===== src/rtl/irq_claim_gate_pkg.sv =====
package irq_claim_gate_pkg;
  localparam int ADDR_W = 8;
  localparam int DATA_W = 32;

  localparam logic [ADDR_W-1:0] REG_ENABLE = 8'h40;
  localparam logic [ADDR_W-1:0] REG_THRESH = 8'h41;
  localparam logic [ADDR_W-1:0] REG_CLAIM  = 8'h42;
  localparam logic [ADDR_W-1:0] REG_PEND   = 8'h43;

  // strobes from register decode into the state datapath
  typedef struct packed {
    logic prioWr;
    logic enableWr;
    logic threshWr;
    logic claimRd;
    logic completeWr;
  } gate_strobe_t;
endpackage


===== src/rtl/irq_claim_gate_ctl.sv =====
module irq_claim_gate_ctl
  import irq_claim_gate_pkg::*;
#(
  parameter int NUM_SRC = 8,
  parameter int ID_W    = 4
) (
  input  logic              rdEn,
  input  logic              wrEn,
  input  logic [ADDR_W-1:0] addr,
  input  logic [DATA_W-1:0] wrData,
  output gate_strobe_t      stb,
  output logic [ID_W-1:0]   cplId
);
  localparam logic [ADDR_W-1:0] LAST_ADDR = ADDR_W'(NUM_SRC);
  localparam logic [ID_W-1:0]   LAST_ID   = ID_W'(NUM_SRC);

  logic cplIdOk;

  assign cplId   = wrData[ID_W-1:0];
  assign cplIdOk = (wrData[DATA_W-1:ID_W] == '0) && (cplId != '0) && (cplId <= LAST_ID);

  always_comb begin
    stb            = '0;
    stb.prioWr     = wrEn && (addr != '0) && (addr <= LAST_ADDR);
    stb.enableWr   = wrEn && (addr == REG_ENABLE);
    stb.threshWr   = wrEn && (addr == REG_THRESH);
    stb.claimRd    = rdEn && (addr == REG_CLAIM);
    stb.completeWr = wrEn && (addr == REG_CLAIM) && cplIdOk;
  end
endmodule


===== src/rtl/irq_claim_gate_pick.sv =====
module irq_claim_gate_pick #(
  parameter int NUM_SRC = 8,
  parameter int PRIO_W  = 3,
  parameter int ID_W    = 4
) (
  input  logic [NUM_SRC-1:0]             eligible,
  input  logic [NUM_SRC-1:0][PRIO_W-1:0] prioArr,
  output logic [ID_W-1:0]                bestId,
  output logic [PRIO_W-1:0]              bestPrio
);
  // strict greater-than while scanning upward keeps the lowest ID on ties
  always_comb begin
    bestId   = '0;
    bestPrio = '0;
    for (int s = 0; s < NUM_SRC; s++) begin
      if (eligible[s] && (prioArr[s] > bestPrio)) begin
        bestPrio = prioArr[s];
        bestId   = ID_W'(s + 1);
      end
    end
  end
endmodule


===== src/rtl/irq_claim_gate_dp.sv =====
module irq_claim_gate_dp
  import irq_claim_gate_pkg::*;
#(
  parameter int NUM_SRC       = 8,
  parameter int PRIO_W        = 3,
  parameter int ID_W          = 4,
  parameter int PASS_W        = 8,
  parameter bit MASK_ON_CLAIM = 1'b0
) (
  input  logic              clk,
  input  logic              rstN,
  input  gate_strobe_t      stb,
  input  logic [ADDR_W-1:0] addr,
  input  logic [PASS_W-1:0] wrLow,
  input  logic [ID_W-1:0]   cplId,
  input  logic [NUM_SRC-1:0] irqReq,
  output logic [DATA_W-1:0] rdData,
  output logic              irqOut,
  output logic [ID_W-1:0]   bestId,
  output logic [NUM_SRC-1:0] pendVec,
  output logic [NUM_SRC-1:0] enVec,
  output logic [NUM_SRC-1:0] svcVec
);
  logic [NUM_SRC-1:0][PRIO_W-1:0] prioArr;
  logic [NUM_SRC-1:0]             eligible;
  logic [PRIO_W-1:0]              bestPrio;
  logic [PRIO_W-1:0]              threshQ;

  for (genvar s = 0; s < NUM_SRC; s++) begin : g_src
    localparam logic [ID_W-1:0]   SID   = ID_W'(s + 1);
    localparam logic [ADDR_W-1:0] SADDR = ADDR_W'(s + 1);

    logic              pendQ, enQ, svcQ;
    logic [PRIO_W-1:0] prioQ;
    logic              hitClaim, hitCpl;

    assign hitClaim = stb.claimRd && (bestId == SID);
    assign hitCpl   = stb.completeWr && (cplId == SID) && enQ;

    always_ff @(posedge clk) begin
      if (!rstN) begin
        pendQ <= 1'b0;
        enQ   <= 1'b0;
        svcQ  <= 1'b0;
        prioQ <= '0;
      end else begin
        if (hitClaim)       pendQ <= 1'b0;
        else if (irqReq[s]) pendQ <= 1'b1;

        if (hitClaim)    svcQ <= 1'b1;
        else if (hitCpl) svcQ <= 1'b0;

        if (stb.enableWr)                  enQ <= wrLow[s];
        else if (MASK_ON_CLAIM && hitClaim) enQ <= 1'b0;

        if (stb.prioWr && (addr == SADDR)) prioQ <= wrLow[PRIO_W-1:0];
      end
    end

    assign pendVec[s]  = pendQ;
    assign enVec[s]    = enQ;
    assign svcVec[s]   = svcQ;
    assign prioArr[s]  = prioQ;
    assign eligible[s] = pendQ && enQ && !svcQ && (prioQ != '0);
  end

  always_ff @(posedge clk) begin
    if (!rstN)             threshQ <= '0;
    else if (stb.threshWr) threshQ <= wrLow[PRIO_W-1:0];
  end

  irq_claim_gate_pick #(
    .NUM_SRC(NUM_SRC), .PRIO_W(PRIO_W), .ID_W(ID_W)
  ) u_pick (
    .eligible(eligible),
    .prioArr (prioArr),
    .bestId  (bestId),
    .bestPrio(bestPrio)
  );

  assign irqOut = (bestPrio > threshQ);

  always_comb begin
    rdData = '0;
    case (addr)
      REG_ENABLE: rdData[NUM_SRC-1:0] = enVec;
      REG_THRESH: rdData[PRIO_W-1:0]  = threshQ;
      REG_CLAIM:  rdData[ID_W-1:0]    = bestId;
      REG_PEND:   rdData[NUM_SRC-1:0] = pendVec;
      default: begin
        for (int s = 0; s < NUM_SRC; s++) begin
          if (addr == ADDR_W'(s + 1)) rdData[PRIO_W-1:0] = prioArr[s];
        end
      end
    endcase
  end
endmodule


===== src/rtl/irq_claim_gate.sv =====
module irq_claim_gate
  import irq_claim_gate_pkg::*;
#(
  parameter int NUM_SRC       = 8,
  parameter int PRIO_W        = 3,
  parameter bit MASK_ON_CLAIM = 1'b0
) (
  input  logic               clk,
  input  logic               rstN,
  input  logic [NUM_SRC-1:0] irqReq,
  input  logic               rdEn,
  input  logic               wrEn,
  input  logic [ADDR_W-1:0]  addr,
  input  logic [DATA_W-1:0]  wrData,
  output logic [DATA_W-1:0]  rdData,
  output logic               irqOut
);
  localparam int ID_W   = $clog2(NUM_SRC + 1);
  localparam int PASS_W = (NUM_SRC > PRIO_W) ? NUM_SRC : PRIO_W;

  gate_strobe_t       stb;
  logic [ID_W-1:0]    cplId;
  logic [ID_W-1:0]    bestId;
  logic [NUM_SRC-1:0] pendVec, enVec, svcVec;

  irq_claim_gate_ctl #(.NUM_SRC(NUM_SRC), .ID_W(ID_W)) u_ctl (
    .rdEn  (rdEn),
    .wrEn  (wrEn),
    .addr  (addr),
    .wrData(wrData),
    .stb   (stb),
    .cplId (cplId)
  );

  irq_claim_gate_dp #(
    .NUM_SRC(NUM_SRC), .PRIO_W(PRIO_W), .ID_W(ID_W),
    .PASS_W(PASS_W), .MASK_ON_CLAIM(MASK_ON_CLAIM)
  ) u_dp (
    .clk    (clk),
    .rstN   (rstN),
    .stb    (stb),
    .addr   (addr),
    .wrLow  (wrData[PASS_W-1:0]),
    .cplId  (cplId),
    .irqReq (irqReq),
    .rdData (rdData),
    .irqOut (irqOut),
    .bestId (bestId),
    .pendVec(pendVec),
    .enVec  (enVec),
    .svcVec (svcVec)
  );
endmodule


===== config.mk =====
export PLATFORM = sky130hd
export DESIGN_NAME = irq_claim_gate
export DESIGN_NICKNAME = d
export VERILOG_FILES = /design/src/rtl/irq_claim_gate_pkg.sv /design/src/rtl/irq_claim_gate_ctl.sv /design/src/rtl/irq_claim_gate_pick.sv /design/src/rtl/irq_claim_gate_dp.sv /design/src/rtl/irq_claim_gate.sv
export SDC_FILE = /design/constraint.sdc
export NUM_CORES = 1
export LEC_CHECK = 0
export BUFFER_PORTS_ARGS = -buffer_cell sky130_fd_sc_hd__buf_2
export CORE_UTILIZATION = 40
export CTS_BUF_LIST = sky130_fd_sc_hd__clkbuf_4 sky130_fd_sc_hd__clkbuf_8
export CTS_CLUSTER_DIAMETER = 50
export DETAILED_ROUTE_END_ITERATION = 16
export GPL_TIMING_DRIVEN = 1
export PLACE_DENSITY = 0.62
export REMOVE_ABC_BUFFERS = 1
export SYNTH_ARGS = -nofsm -noshare
export SYNTH_HDL_FRONTEND = slang
export SYNTH_HIERARCHICAL = 1
export SYNTH_SLANG_ARGS = --single-unit

===== constraint.sdc =====
create_clock -name clk -period 16.38 [get_ports clk]
set_input_delay 2.457 -clock clk [delete_from_list [all_inputs] [get_ports clk]]
set_output_delay 2.457 -clock clk [all_outputs]
set_load 0.02 [all_outputs]

==> results_dict.tcl <==
set metrics [dict create \
    critical_path_arrival_ns 11.49 \
    gr-total-overflow 0 \
    outcome "complete, no violations" \
    clkPwrFrac_pct 34.0 \
    post-route-period-util_pct 85.16 \
    placementRows 36 \
    core_mm2 0.009910 \
    antenna_cells 0 \
    min_period_ns 13.95 \
    grt_usage_pct 21.34 \
    crit_fanout 11 \
    grt_max_degree 52 \
    startpoint_type "register" \
    initial_core_util_pct 41.79 \
    netlist_instances 507 \
    antenna_found_initial 0 \
    via_per_inst 5.726 \
    crit_top_cell "ha_1" \
    postCtsHoldBufs 0 \
    slew_headroom_pct 35.56 \
    finalCoreUtilization_pct 45.51 \
    dieArea_mm2 0.01077 \
    path_clk_slew_ns 0.10 \
    dieHeight_um 103.8 \
    wl_um 11530 \
    p_switching_uw 65.92 \
    tns_ns 0 \
    cts_tree "yes" \
    p_int_uw 170.1 \
    grt_setup_unrepaired "no" \
    drc 0 \
    hold_viol 0 \
    firstDrtPassIters 5 \
    avgSynthCellArea_um2 8.169 \
    cts-root-buf "clkbuf_8" \
    max_freq_mhz 71.69 \
    clk_latency_ns 0.32 \
    yosysWarnings 6 \
    vias 3928 \
    worst_pin_slew_ns 0.9592 \
    die_x_um 103.8 \
    final_max_slew_viol_count 0 \
    cp-end-kind "primary output" \
    powerDensity_mw_per_mm2 52.34 \
    peakVddDrop_uv 42.66 \
    required_ns 13.92 \
    synthesis.area_mm2 0.004141 \
    pwr-share-seq_pct 53.7 \
    dp.cells 678 \
    routedWlPerCell_um 16.80 \
    drtIter0Drc 304 \
    post_cts_buffers 0 \
    globalplace.congestion 0.8785 \
    combinationalPowerShare_pct 12.2 \
    areaGrowthSynthToFinish_pct 8.882 \
    crit_type "reg -> out" \
    first_global_vias 3646 \
    cts_sinks 51 \
    cts_made_buffers 5 \
    clock_path_buffers 2 \
    leakagePower_nw 1.757 \
    final_antenna_net_count 0 \
    cts_resized 0 \
    cp_slowest_cell "a21oi_1" \
    slowest_delay_ns 0.69 \
    grt_pass1_wl_um 18570 \
    fin_skew_ns 0.01145 \
    io_pins 85 \
    portBuffers 60 \
    setup_viol 0 \
    cap_violations 0 \
    nets 619 \
    hold_path.class "reg -> reg" \
    htree_levels 2 \
    drive_above_1_share_pct 18.44 \
    final_cells 686 \
    place_hpwl_um 8757 \
    swShare_pct 27.93 \
]
[cells in the final DEF, fill, tap and decap left out, types with 14 or more instances in the layout]
cell     count
a21oi_1     26
buf_2       60
conb_1      24
dfxtp_1     51
ha_1        15
inv_1       22
mux2i_1     33
nand2_1     44
nand3_1     14
nor2_1      24
nor2b_1     39
nor3_1      27
o21ai_0     21
[state kept, by name (all words and copies together) (netlist names)]
signal            flops
u_dp/g_src.pendQ      8
u_dp/g_src.prioQ     24
u_dp/g_src.enQ        8
u_dp/threshQ          3
u_dp/g_src.svcQ       8
[metal layers]
metal  up-vias  global-route usage, %  part of all wire [%]
li1       1894                      -                     -
met4         0                  6.122                   1.8
met1      1857                  27.66                    45
met3        21                  2.958                   5.3
met5         -                      0                     0
met2       156                  36.82                    48
[critical path, delay by kind of cell (launching register included)]
kind	cells	cell delay (ns)
flip-flops	1	0.41
AND/OR/NAND/NOR	22	3.59
multiplexers	4	1.40
buffers and inverters	2	0.37
AO/OA/AOI/OAI	14	2.67
adder cells (fa/ha/maj)	9	2.73
[final cells by class]
cell class                 count  area (µm²)
fill                        1038        5400
multi-input combinational    411        2835
sequential                    51        1021
timing repair buffer          61       307.8
tap                          133       166.4
clock buffer                   6       82.58
inverter                      22       82.58
clock inverter                 2       13.76
[path summary, 6_finish.rpt]
check / startpoint / endpoint / depth (start not counted) / slack [ns]
min: u_dp/g_src[6].svcQ / u_dp/g_src[6].svcQ / 2 / 0.50
max reg2reg: u_dp/g_src[0].prioQ[2] / u_dp/g_src[7].svcQ / 47 / 4.99
min reg2reg: u_dp/g_src[6].svcQ / u_dp/g_src[6].svcQ / 2 / 0.50
max: u_dp/g_src[0].prioQ[2] / irqOut / 51 / 2.43
[through the flow]
stage / instance area (µm²) / hold slack (ns) / power [mW] / setup WS, ns
3_5_place_dp: 4413 / 0.4883 / 0.1584 / 2.955
4_1_cts: 4509 / 0.5017 / 0.2377 / 2.552
3_3_place_gp: 4413 / 0.4664 / 0.1580 / 3.304
6_report: 4509 / 0.4970 / 0.2360 / 2.431
2_1_floorplan: 3939 / 0.4553 / 0.1426 / 4.010
5_1_grt: 4509 / 0.5322 / 0.2446 / 1.501
[power by group through the flow]
stage | sequential (mW) | clock, mW | combinational [mW]
after global routing | 0.127 | 0.0864 | 0.0312
after floorplan | 0.129 | 0 | 0.0137
final | 0.127 | 0.0803 | 0.0289
after detailed placement | 0.130 | 0 | 0.0287
after CTS | 0.127 | 0.0821 | 0.0288
after global placement | 0.130 | 0 | 0.0284
Power figures use the tool's default switching activity.
